<file path="config.mk">
export PLATFORM = sky130hd
export DESIGN_NAME = grounded_pin_display
export DESIGN_NICKNAME = d
export VERILOG_FILES = /design/src/rtl/gpd_pkg.sv /design/src/rtl/gpd_pin_sync.sv /design/src/rtl/gpd_low_pick.sv /design/src/rtl/gpd_seg_decode.sv /design/src/rtl/grounded_pin_display.sv
export SDC_FILE = /design/constraint.sdc
export NUM_CORES = 1
export LEC_CHECK = 0
export BUFFER_PORTS_ARGS = -buffer_cell sky130_fd_sc_hd__buf_2
export CAP_MARGIN = 0
export CELL_PAD_IN_SITES_DETAIL_PLACEMENT = 1
export CELL_PAD_IN_SITES_GLOBAL_PLACEMENT = 2
export CORE_MARGIN = 4
export CORE_UTILIZATION = 38
export DETAILED_ROUTE_END_ITERATION = 8
export HOLD_SLACK_MARGIN = 0.1
export PLACE_DENSITY_LB_ADDON = 0.1
export SETUP_SLACK_MARGIN = 0.05
export SYNTH_ARGS = -nofsm -noshare
export SYNTH_HDL_FRONTEND = slang
export SYNTH_HIERARCHICAL = 1
export SYNTH_SLANG_ARGS = --single-unit
</file>
<file path="constraint.sdc">
create_clock -name clk_i -period 3.9 [get_ports clk_i]
set_input_delay 0.39 -clock clk_i [delete_from_list [all_inputs] [get_ports clk_i]]
set_output_delay 0.39 -clock clk_i [all_outputs]
set_load 0.02 [all_outputs]
</file>
<file path="src/rtl/gpd_pkg.sv">
package gpd_pkg;
  localparam int unsigned NumPins = 8;
  localparam int unsigned IdxW    = $clog2(NumPins);
  localparam int unsigned SegW    = 8;

  typedef logic [SegW-1:0] seg_t;
  typedef logic [IdxW-1:0] idx_t;

  // bit0=a .. bit6=g, bit7 always 0
  function automatic seg_t digit_pattern(input int unsigned d);
    seg_t p;
    case (d)
      0:       p = 8'h3F;
      1:       p = 8'h06;
      2:       p = 8'h5B;
      3:       p = 8'h4F;
      4:       p = 8'h66;
      5:       p = 8'h6D;
      6:       p = 8'h7D;
      7:       p = 8'h07;
      8:       p = 8'h7F;
      9:       p = 8'h6F;
      default: p = 8'h00;
    endcase
    return p;
  endfunction
endpackage

</file>
<file path="src/rtl/gpd_pin_sync.sv">
module gpd_pin_sync #(
  parameter int unsigned WIDTH  = 8,
  parameter int unsigned STAGES = 2
) (
  input  logic             clk_i,
  input  logic             rst_ni,
  input  logic [WIDTH-1:0] d_i,
  output logic [WIDTH-1:0] q_o
);
  logic [WIDTH-1:0] stage_q [STAGES];

  for (genvar s = 0; s < STAGES; s++) begin : g_stage
    always_ff @(posedge clk_i or negedge rst_ni) begin
      if (!rst_ni) begin
        stage_q[s] <= '1; // idle level
      end else if (s == 0) begin
        stage_q[s] <= d_i;
      end else begin
        stage_q[s] <= stage_q[(s == 0) ? 0 : s-1];
      end
    end
  end

  assign q_o = stage_q[STAGES-1];

  // final stage follows the first stage one edge later
  if (STAGES == 2) begin : g_chk
    p_stage_shift_r6: assert property (@(posedge clk_i) disable iff (!rst_ni)
      $past(rst_ni) |-> q_o == $past(stage_q[0]));
  end
endmodule

</file>
<file path="src/rtl/gpd_low_pick.sv">
module gpd_low_pick #(
  parameter int unsigned WIDTH = 8,
  localparam int unsigned IW   = (WIDTH > 1) ? $clog2(WIDTH) : 1
) (
  input  logic             clk_i,
  input  logic             rst_ni,
  input  logic [WIDTH-1:0] act_i,
  output logic             found_o,
  output logic [IW-1:0]    idx_o
);
  logic [WIDTH-1:0] grant;
  logic [WIDTH:0]   seen;

  assign seen[0] = 1'b0;
  for (genvar i = 0; i < WIDTH; i++) begin : g_pick
    assign grant[i]  = act_i[i] & ~seen[i];
    assign seen[i+1] = seen[i] | act_i[i];
  end

  always_comb begin
    idx_o = '0;
    for (int i = 0; i < WIDTH; i++) begin
      if (grant[i]) idx_o = idx_o | IW'(i);
    end
  end

  assign found_o = seen[WIDTH];

  // one winner at most, and it is the lowest active bit
  p_one_grant_r3: assert property (@(posedge clk_i) disable iff (!rst_ni)
    $onehot0(grant));
  p_lowest_r3: assert property (@(posedge clk_i) disable iff (!rst_ni)
    found_o |-> (act_i & ((WIDTH'(1) << idx_o) - WIDTH'(1))) == '0);
endmodule

</file>
<file path="src/rtl/gpd_seg_decode.sv">
module gpd_seg_decode
  import gpd_pkg::*;
(
  input  idx_t idx_i,
  output seg_t seg_o
);
  assign seg_o = digit_pattern(int'(idx_i));

  // decoder never drives the spare bit
  always_comb begin
    a_spare_low_r5: assert (seg_o[SegW-1] == 1'b0);
  end
endmodule

</file>
<file path="src/rtl/grounded_pin_display.sv">
module grounded_pin_display
  import gpd_pkg::*;
(
  input  logic               clk_i,
  input  logic               rst_ni,
  input  logic [NumPins-1:0] pins_ni,
  output logic [SegW-1:0]    seg_o,
  output logic               valid_o
);
  logic [NumPins-1:0] pins_sync_n;
  logic               found;
  idx_t               idx;
  seg_t               pat, seg_d, seg_q;
  logic               valid_q;

  gpd_pin_sync #(.WIDTH(NumPins), .STAGES(2)) i_sync (
    .clk_i (clk_i),
    .rst_ni(rst_ni),
    .d_i   (pins_ni),
    .q_o   (pins_sync_n)
  );

  gpd_low_pick #(.WIDTH(NumPins)) i_pick (
    .clk_i  (clk_i),
    .rst_ni (rst_ni),
    .act_i  (~pins_sync_n),
    .found_o(found),
    .idx_o  (idx)
  );

  gpd_seg_decode i_dec (
    .idx_i(idx),
    .seg_o(pat)
  );

  assign seg_d = found ? pat : seg_q;

  always_ff @(posedge clk_i or negedge rst_ni) begin
    if (!rst_ni) begin
      seg_q   <= '0;
      valid_q <= 1'b0;
    end else begin
      seg_q   <= seg_d;
      valid_q <= (seg_d != seg_q);
    end
  end

  assign seg_o   = seg_q;
  assign valid_o = valid_q;

  p_spare_bit_r5: assert property (@(posedge clk_i) disable iff (!rst_ni)
    seg_o[SegW-1] == 1'b0);
  p_hold_idle_r4: assert property (@(posedge clk_i) disable iff (!rst_ni)
    (&pins_sync_n) |=> $stable(seg_o));
  p_pulse_means_change_r7: assert property (@(posedge clk_i) disable iff (!rst_ni)
    valid_o |-> seg_o != $past(seg_o));
  p_change_means_pulse_r7: assert property (@(posedge clk_i) disable iff (!rst_ni)
    $past(rst_ni) && (seg_o != $past(seg_o)) |-> valid_o);
endmodule

</file>
After elaboration in Yosys (flattened, before gate mapping). Memories as Yosys holds them, arrays and structs flattened. Cells that the tools add are included.

Flip-flop bits (word level): 25. ROM bits: 56. Input bits: 10. Output and inout bits: 9. Logic and storage cells: 36. Memories kept: 1.

Memories: (no name shown) (words 8, width 7, rd ports 1, clocked after Yosys merged registers in 0, wr ports 0, RTL line gpd_pkg.sv:12) `case (d)`.

Eq/ne operators: 1. Mux-type cells: 8. Bitwise gates (word level): 22.

Operators with widths (count): $mux 3 (4); $mux 8 (1); $ne 8x8->1 (1); $not 8->8 (1); $and 1x1->1 (7); $not 1->1 (7); $or 1x1->1 (7); $mux 2 (2); $mux 1 (1).

Logic depth before layout (Yosys ltp). Gate-level depths: netlist of run 1. An unclocked memory read counts as a cell.

Word-level depth: 13. Mapped depth: 12. Mapped depth without buffers: 11.

Hierarchy. Netlist of run 1, hierarchy kept.

By module, submodules not included: gpd_pin_sync (instances 1, cells an instance 24, area an instance 480.5 um2, seq. area each 420.4 um2); grounded_pin_display (instances 1, cells an instance 37, area an instance 440.4 um2, seq. area each 225.2 um2); gpd_seg_decode (instances 1, cells an instance 21, area an instance 151.4 um2, seq. area each 0.0 um2); gpd_low_pick (instances 1, cells an instance 14, area an instance 82.6 um2, seq. area each 0.0 um2).

Worst setup path before layout of run 1. OpenSTA, ideal clock, no wires.

Path type: register to register. Start: register i_sync.stage_q (netlist bit i_sync/q_o[0]). End: register valid_q, in the netlist valid_o. Setup time: 132 ps. Arrival: 2274 ps. Data required time: 3768 ps. Slack: 1494 ps. Stages on the path, launching flop included: 11. Path buffers: 1. Period minus slack after synthesis: 2406 ps. Cells stage by stage: dfstp_2 buf_4 inv_1 o41ai_1 inv_1 ha_1 inv_1 a21oi_1 xor2_1 nor4_1 a21boi_1.

Word-level cells in the longest chain between the ends: 13. Elaborated cells between the ends (all ways): 32. Classes of those cells: eq/ne (1); mux (8); bitwise (22); memory (1).

Ends and longest elaborated chain: from (decl) (RTL line gpd_pin_sync.sv:10) `logic [WIDTH-1:0] stage_q [STAGES];`; from (signal, indexed assignment) (RTL line gpd_pin_sync.sv:17) `stage_q[s] <= d_i;`; from (signal, indexed assignment) (RTL line gpd_pin_sync.sv:19) `stage_q[s] <= stage_q[(s == 0) ? 0 : s-1];`; $not 8->8 (*) (RTL line grounded_pin_display.sv:26) `.act_i (~pins_sync_n),`; $not 1->1 / $or 1x1->1 (equally long branches) (RTL line gpd_low_pick.sv:16, gpd_low_pick.sv:17); $and 1x1->1 / $or 1x1->1 (equally long branches) (RTL line gpd_low_pick.sv:16, gpd_low_pick.sv:17); $mux 1 (tied with other cells) (RTL line gpd_low_pick.sv:23) `if (grant[i]) idx_o = idx_o | IW'(i);`; $mux 2 (tied with other cells) (2 in series) (RTL line gpd_low_pick.sv:23); $mux 3 (tied with other cells) (RTL line gpd_low_pick.sv:23); $mux 3 / $not 1->1 (equally long branches) (RTL line gpd_low_pick.sv:23, gpd_low_pick.sv:16); $mux 3 / $and 1x1->1 (equally long branches) (RTL line gpd_low_pick.sv:23, gpd_low_pick.sv:16); $mux 3 (*) (RTL line gpd_low_pick.sv:23); net idx[0] (RTL line grounded_pin_display.sv:12) `idx_t idx;`; $mem_v2 8x7 (*); net pat[3] (RTL line grounded_pin_display.sv:13) `seg_t pat, seg_d, seg_q;`; $mux 8 (*) (RTL line grounded_pin_display.sv:36) `assign seg_d = found ? pat : seg_q;`; $ne 8x8->1 (*) (RTL line grounded_pin_display.sv:44) `valid_q <= (seg_d != seg_q);`; to (signal assigned) (RTL line grounded_pin_display.sv:44); to (decl) (RTL line grounded_pin_display.sv:14) `logic valid_q;`.

The timed path passes the listed nets; every way through them passes the cells marked *.

Worst setup path after layout of run 1. Same ends and word-level chain as after synthesis.

==> reports/metrics.cfg, run 1 <==
[outcome]
status=finished, final reports clean

[critical_path]
cp.arrival_ns=2.94
worst_setup_path_start_kind=register
setup.worst_path.end_class=register
critical_path_buf_inv_count=3
crit_family=compound AO/OA/AOI/OAI gates
cp_common_cell=inv_1
worstPathMaxFanout=5
slowest_delay_ns=0.59
critical-path-slowest-cell=o41ai_1
path_cells=inv_1 -> o41ai_1 -> inv_1 -> ha_1 -> inv_1 -> a21oi_1 -> xor2_1 -> nor4_1 -> a21boi_1
crit_required_ns=4.11
reg2reg_from=i_sync/q_o[0]
path_class=reg2reg
startpoint=i_sync/q_o[0]

[clock_network]
h-tree-depth=1
cts.root.buffer_cell=clkbuf_4
clk_path_buf_depth=2
path_clk_slew_ns=0.13
ctsHoldBuffers=1
cts_resized=0
cts_buffers=3
clock_latency_ns=0.32
cts_sinks=25
cts_tree=done
cts_setup_buffers=0

[synthesis]
synth-seq-cells=25
synthTopCellsByArea=dfstp_2 36%, dfrtp_1 20%, mux2_2 7.8%
synth_seq_area_share_pct=55.90
yosysWarnings=6
yosys.area.top_type=dfstp_2
synth_nets=112
synth_top_area_share_pct=36.40
synth_cell_types=23
synth_area_um2=1155
netlist_instances=96
syn-mean-instance-area_um2=12.03

[pwr]
peakVddDrop_mv=0.1906
power.leakage_uw=0.0005751
powerDensity_nw_per_um2=383.7
power.total_uw=478.6

[drt]
wl_um=1940
drt.antenna.violating_nets=0
first_pass_iters=2
wire_per_inst_um=13.86
drc=0
viasPerCell=4.750
drtIter0Drc=11
vias=665

[hold_path]
hold_path_class=in2reg
min-delay-start=pins_ni[5]

[grt]
grt_max_degree=26
grt_antenna_before_repair=0
grt_usage_pct=11.10
overflow=0
grt_pass1_wl_um=3484
grt_pass1_vias=744

[floorplan]
die_h_um=63.13
core_area_um2=2829
floorplan.die.width_um=63.13
die_area_um2=3985
io_pins=19
start_util_pct=40.82
rows=19

[final_layout]
multiInputGateArea_um2=384.1
diodes=0
final_cells=140
final_common_cell=buf_2
layout_common_cells=18 x buf_2, 16 x dfstp_2, 13 x inv_1, 9 x dfrtp_1
drive_gt1_share_pct=43.12
finish.utilization_pct=44.10
fin_nets=126
synthToLayoutAreaGrowth_pct=8.018
n_fill_cell=313
seqCellArea_um2=645.6

[placement]
place_ws_ns=1.147
hpwl_um=1473
place_congestion=0.6825
dp_cells=135
port_buffers=18

[run]
cap_violations=0

[sta]
setup_viol_count_final=0
fin_tns_setup_ns=0
worst_pin_slew_ns=0.5550
finClkSkew_ns=0.003457
finalHoldViolCount=0
rsz0062_at_grt=false
slew_violations=0
fin_ws_ns=1.167
relSlewSlack_pct=62.52
max_freq_ghz=0.3659
min_period_ns=2.733
post-route-period-util_pct=70.07

-- registers in the layout (all words and copies together), names as in the netlist --
name            cells
i_sync/q_o          8
i_sync/stage_q      8
valid_o             1
seg_o               8
-- kinds of logic after synthesis --
logic type	after synthesis	synth area share, %
xor gates and xnor gates	8	6.067
and+or+nand+nor	13	6.392
buffers and inverters	24	10.83
other	1	0.3247
muxes	9	8.668
AOI/OAI and AO/OA	10	5.309
adders and majority gates	6	6.500
DFF	25	55.90
-- cells in the mapped netlist --
| cell | n |
|---|---|
| nor4_1 | 3 |
| a21oi_1 | 5 |
| dfrtp_1 | 9 |
| nor2b_1 | 2 |
| mux2_2 | 8 |
| a211oi_1 | 1 |
| buf_4 | 9 |
| o41ai_1 | 1 |
| nor3b_1 | 1 |
| inv_1 | 13 |
| mux2i_1 | 1 |
| nand2_1 | 3 |
| nor4_2 | 1 |
| a21o_1 | 1 |
| a21boi_1 | 1 |
| xor2_1 | 8 |
| inv_2 | 1 |
| dfstp_2 | 16 |
| o21ai_0 | 1 |
| nor2_1 | 3 |
| buf_2 | 1 |
| conb_1 | 1 |
| ha_1 | 6 |
-- worst paths after layout --
path	end	slack (ns)	cells past startpoint
min in group asynchronous	seg_o[6]	0.58	2
worst max register to register	valid_o	1.17	9
worst max-delay path	valid_o	1.17	9
worst min register to register	i_sync/q_o[2]	0.36	0
worst min-delay path	i_sync/stage_q[13]	0.15	1
max in group asynchronous	i_sync/stage_q[14]	2.96	2
-- final cells by class --
cell class | count | share of cell area, %
inverter | 14 | 4.213
multi-input combinational | 47 | 30.79
sequential | 25 | 51.76
clock buffer | 4 | 2.106
tap | 31 | 3.109
timing repair buffer | 19 | 8.024
-- metal layers --
layer,vias up,routed length (um),global-route usage [%]
li1,325,-,-
met1,325,972,15.52
met2,11,893,17.00
met3,4,55,1.599
met4,0,19,4.959
met5,-,0,0
-- report_power, final --
group	switching (uW)	total [uW]	internal (uW)
registers	8.23	290	281
clock network	77.1	117	40.0
logic	43.3	71.9	28.6
-- metrics by stage --
stage	cell area [um2]	hold slack, ns
2_1_floorplan	1155	0.09441
3_5_place_dp	1211	0.3469
4_1_cts	1247	0.1379
5_1_grt	1247	0.1333
6_report	1247	0.1481
3_3_place_gp	1211	0.3462
Power figures use the tool's default switching activity.
==> run 2, diff against run 1 <==
--- a/config.mk
+++ b/config.mk
@@ -10,7 +10,7 @@
 export CELL_PAD_IN_SITES_DETAIL_PLACEMENT = 1
 export CELL_PAD_IN_SITES_GLOBAL_PLACEMENT = 2
 export CORE_MARGIN = 4
-export CORE_UTILIZATION = 38
+export CORE_UTILIZATION = 32
 export DETAILED_ROUTE_END_ITERATION = 8
 export HOLD_SLACK_MARGIN = 0.1
 export PLACE_DENSITY_LB_ADDON = 0.1
==> constraint.sdc (replaced) <==
create_clock -name clk_i -period 2.3 [get_ports clk_i]
set_input_delay 0.23 -clock clk_i [delete_from_list [all_inputs] [get_ports clk_i]]
set_output_delay 0.23 -clock clk_i [all_outputs]
set_load 0.02 [all_outputs]
==> run 2 against run 1 <==
  * Hold slack improved by 0.22 ns
  * Clock power rose by 79%
  * Sequential share of layout area decreased by 10 points
  * Final area rose by 25%
  * Sequential power grew 70%
  * Largest cell class unchanged
  * Non-clock buffer count increased by 22
  * Clock skew is 0.00060 ns higher
  * Sequential cell count unchanged
  * First-iteration DRC count up 18%
  * Setup slack got worse by 1.1 ns
==> reports/metrics.cfg, run 2 (synthesized netlist as in run 1, its figures left out) <==
[outcome]
status=finished, final reports clean

[drt]
wl_met1_um=969
first_pass_iters=4
drc=0
wire_per_inst_um=12.26
drt.antenna.violating_nets=0
wl_met2_um=1081
wl_met3_um=66
drtIter0Drc=13
vias=735
wl_um=2170
viasPerCell=4.153
dr.max_layer_used=met4

[floorplan]
start_util_pct=33.81
die_h_um=68.08
rows=21
core_area_um2=3416
io_pins=19
floorplan.die.width_um=68.08
die_area_um2=4634

[sta]
finalHoldViolCount=0
finClkSkew_ns=0.004056
slew_violations=0
rsz0062_at_grt=true
min_period_ns=2.263
fin_ws_ns=0.03718
relSlewSlack_pct=63.52
max_freq_ghz=0.4419
fin_tns_setup_ns=0
post-route-period-util_pct=98.38
worst_pin_slew_ns=0.5473
setup_viol_count_final=0

[pwr]
powerDensity_nw_per_um2=567.6
p_clk_share_pct=23.6
p_int_uw=638.9
power_frac_comb_pct=20.9
swShare_pct=27.97
p_switching_uw=248.1
peakVddDrop_mv=0.3088
power.leakage_uw=0.0006855
pwr-share-seq_pct=55.5

[critical_path]
worst_setup_path_start_kind=register
critical-path-slowest-cell=dfstp_2
reg2reg_from=i_sync/q_o[5]
path_class=reg2reg
crit_required_ns=2.51
regToRegSetupSlack_ns=0.04
cp_common_cell=inv_2
startpoint=i_sync/q_o[5]
slowest_delay_ns=0.55
setup.worst_path.end_class=register
cp.arrival_ns=2.47
worstPathMaxFanout=4
path_cells=inv_2 -> nor2_1 -> o21ai_1 -> a211oi_2 -> inv_2 -> ha_4 -> buf_4 -> nand2_2 -> xor2_1 -> nor4_2 -> a21boi_1

[clock_network]
h-tree-depth=1
cts_sinks=25
cts.root.buffer_cell=clkbuf_4
clock_latency_ns=0.32
path_clk_slew_ns=0.15
cts_tree=done
cts_buffers=3
clk_path_buf_depth=2

[final_layout]
diodes=0
final_cells=177
n_fill_cell=378
drive_gt1_share_pct=66.41
layout_common_cells=18 x buf_2, 16 x dfstp_2, 13 x buf_4, 9 x dlygate4sd3_1, 9 x dfrtp_1
fin_nets=148
final_common_cell=buf_2
synthToLayoutAreaGrowth_pct=35.32

[hold_path]
min-delay-start=i_sync/stage_q[13]
hold_path_class=reg2reg

[placement]
place_ws_ns=-0.1387
hpwl_um=1506
port_buffers=18
place_congestion=0.7208
dp_cells=159

[grt]
grt_pass1_wl_um=3836
grt_max_degree=26
grt_usage_pct=11.53
overflow=0
grt_pass1_vias=865
grt_antenna_before_repair=0

[run]
cap_violations=0

[run 2: changes by cell type in the layout (fill, tap and decap cells not counted), moves of 4 or more]
cell | previous run | this run
a21oi_1 | 5 | 0
a21oi_2 | 0 | 5
buf_4 | 0 | 13
dlygate4sd3_1 | 1 | 9
ha_1 | 6 | 2
inv_1 | 13 | 5
inv_2 | 1 | 8
[run 2: power by group through the flow]
stage	combinational (uW)	clock [uW]	sequential [uW]
6_report	185	210	492
4_1_cts	185	224	493
5_1_grt	205	244	497
3_5_place_dp	142	0	499
2_1_floorplan	76.9	0	512
3_3_place_gp	141	0	498
[run 2: critical path, delay by kind of cell, from the launching register on]
family                   cells  cell delay, ns
AO/OA/AOI/OAI                3            0.48
XOR/XNOR                     1            0.15
adder cells (fa/ha/maj)      1            0.28
buffers and inverters        3            0.24
flip-flops                   1            0.55
AND/OR/NAND/NOR              3            0.44
[run 2: repair_timing]
| action | in CTS | in global routing |
|---|---|---|
| hold buffers | 9 | 0 |
| gates cloned | 0 | 0 |
| endpoints found under the hold margin | 17 | 0 |
| pin swaps | 10 | 8 |
| setup buffers | 5 | 0 |
| endpoints found under the setup margin | 1 | 1 |
| gates resized for setup | 21 | 5 |
[run 2: through the flow]
| step | power, uW | utilization (%) | instance area (um2) | hold slack (ns) |
|---|---|---|---|---|
| global route | 945.6 | 45.75 | 1563 | 0.3696 |
| floorplan | 589.3 | - | 1174 | -0.06559 |
| finish | 887.0 | 45.75 | 1563 | 0.3660 |
| detailed placement | 641.5 | 38.53 | 1316 | 0.2464 |
| CTS | 901.6 | 45.60 | 1558 | 0.3677 |
| global placement | 638.4 | 38.53 | 1316 | 0.2350 |
[run 2: per-layer routing]
| metal | global-route usage (%) | up-vias |
|---|---|---|
| met1 | 14.56 | 352 |
| met5 | 0 | - |
| met3 | 2.463 | 4 |
| li1 | - | 366 |
| met4 | 5.955 | 0 |
| met2 | 18.41 | 13 |
[run 2: layout make-up]
class | instances | area (um2) | area share [%]
Tap cell | 46 | 57.56 | 3.683
Multi-Input combinational cell | 47 | 484.2 | 30.98
Timing Repair Buffer | 41 | 289.0 | 18.49
Inverter | 14 | 55.05 | 3.523
Clock buffer | 3 | 22.52 | 1.441
Clock inverter | 1 | 8.758 | 0.5604
Sequential cell | 25 | 645.6 | 41.31
[run 2: worst paths after layout]
path                       cells after the start             to
setup / recovery                              11        valid_o
hold / removal                                 0  i_sync/q_o[5]
setup reg to reg                              11        valid_o
hold reg to reg                                0  i_sync/q_o[5]
max in group asynchronous                      2  i_sync/q_o[7]
min in group asynchronous                      2       seg_o[7]
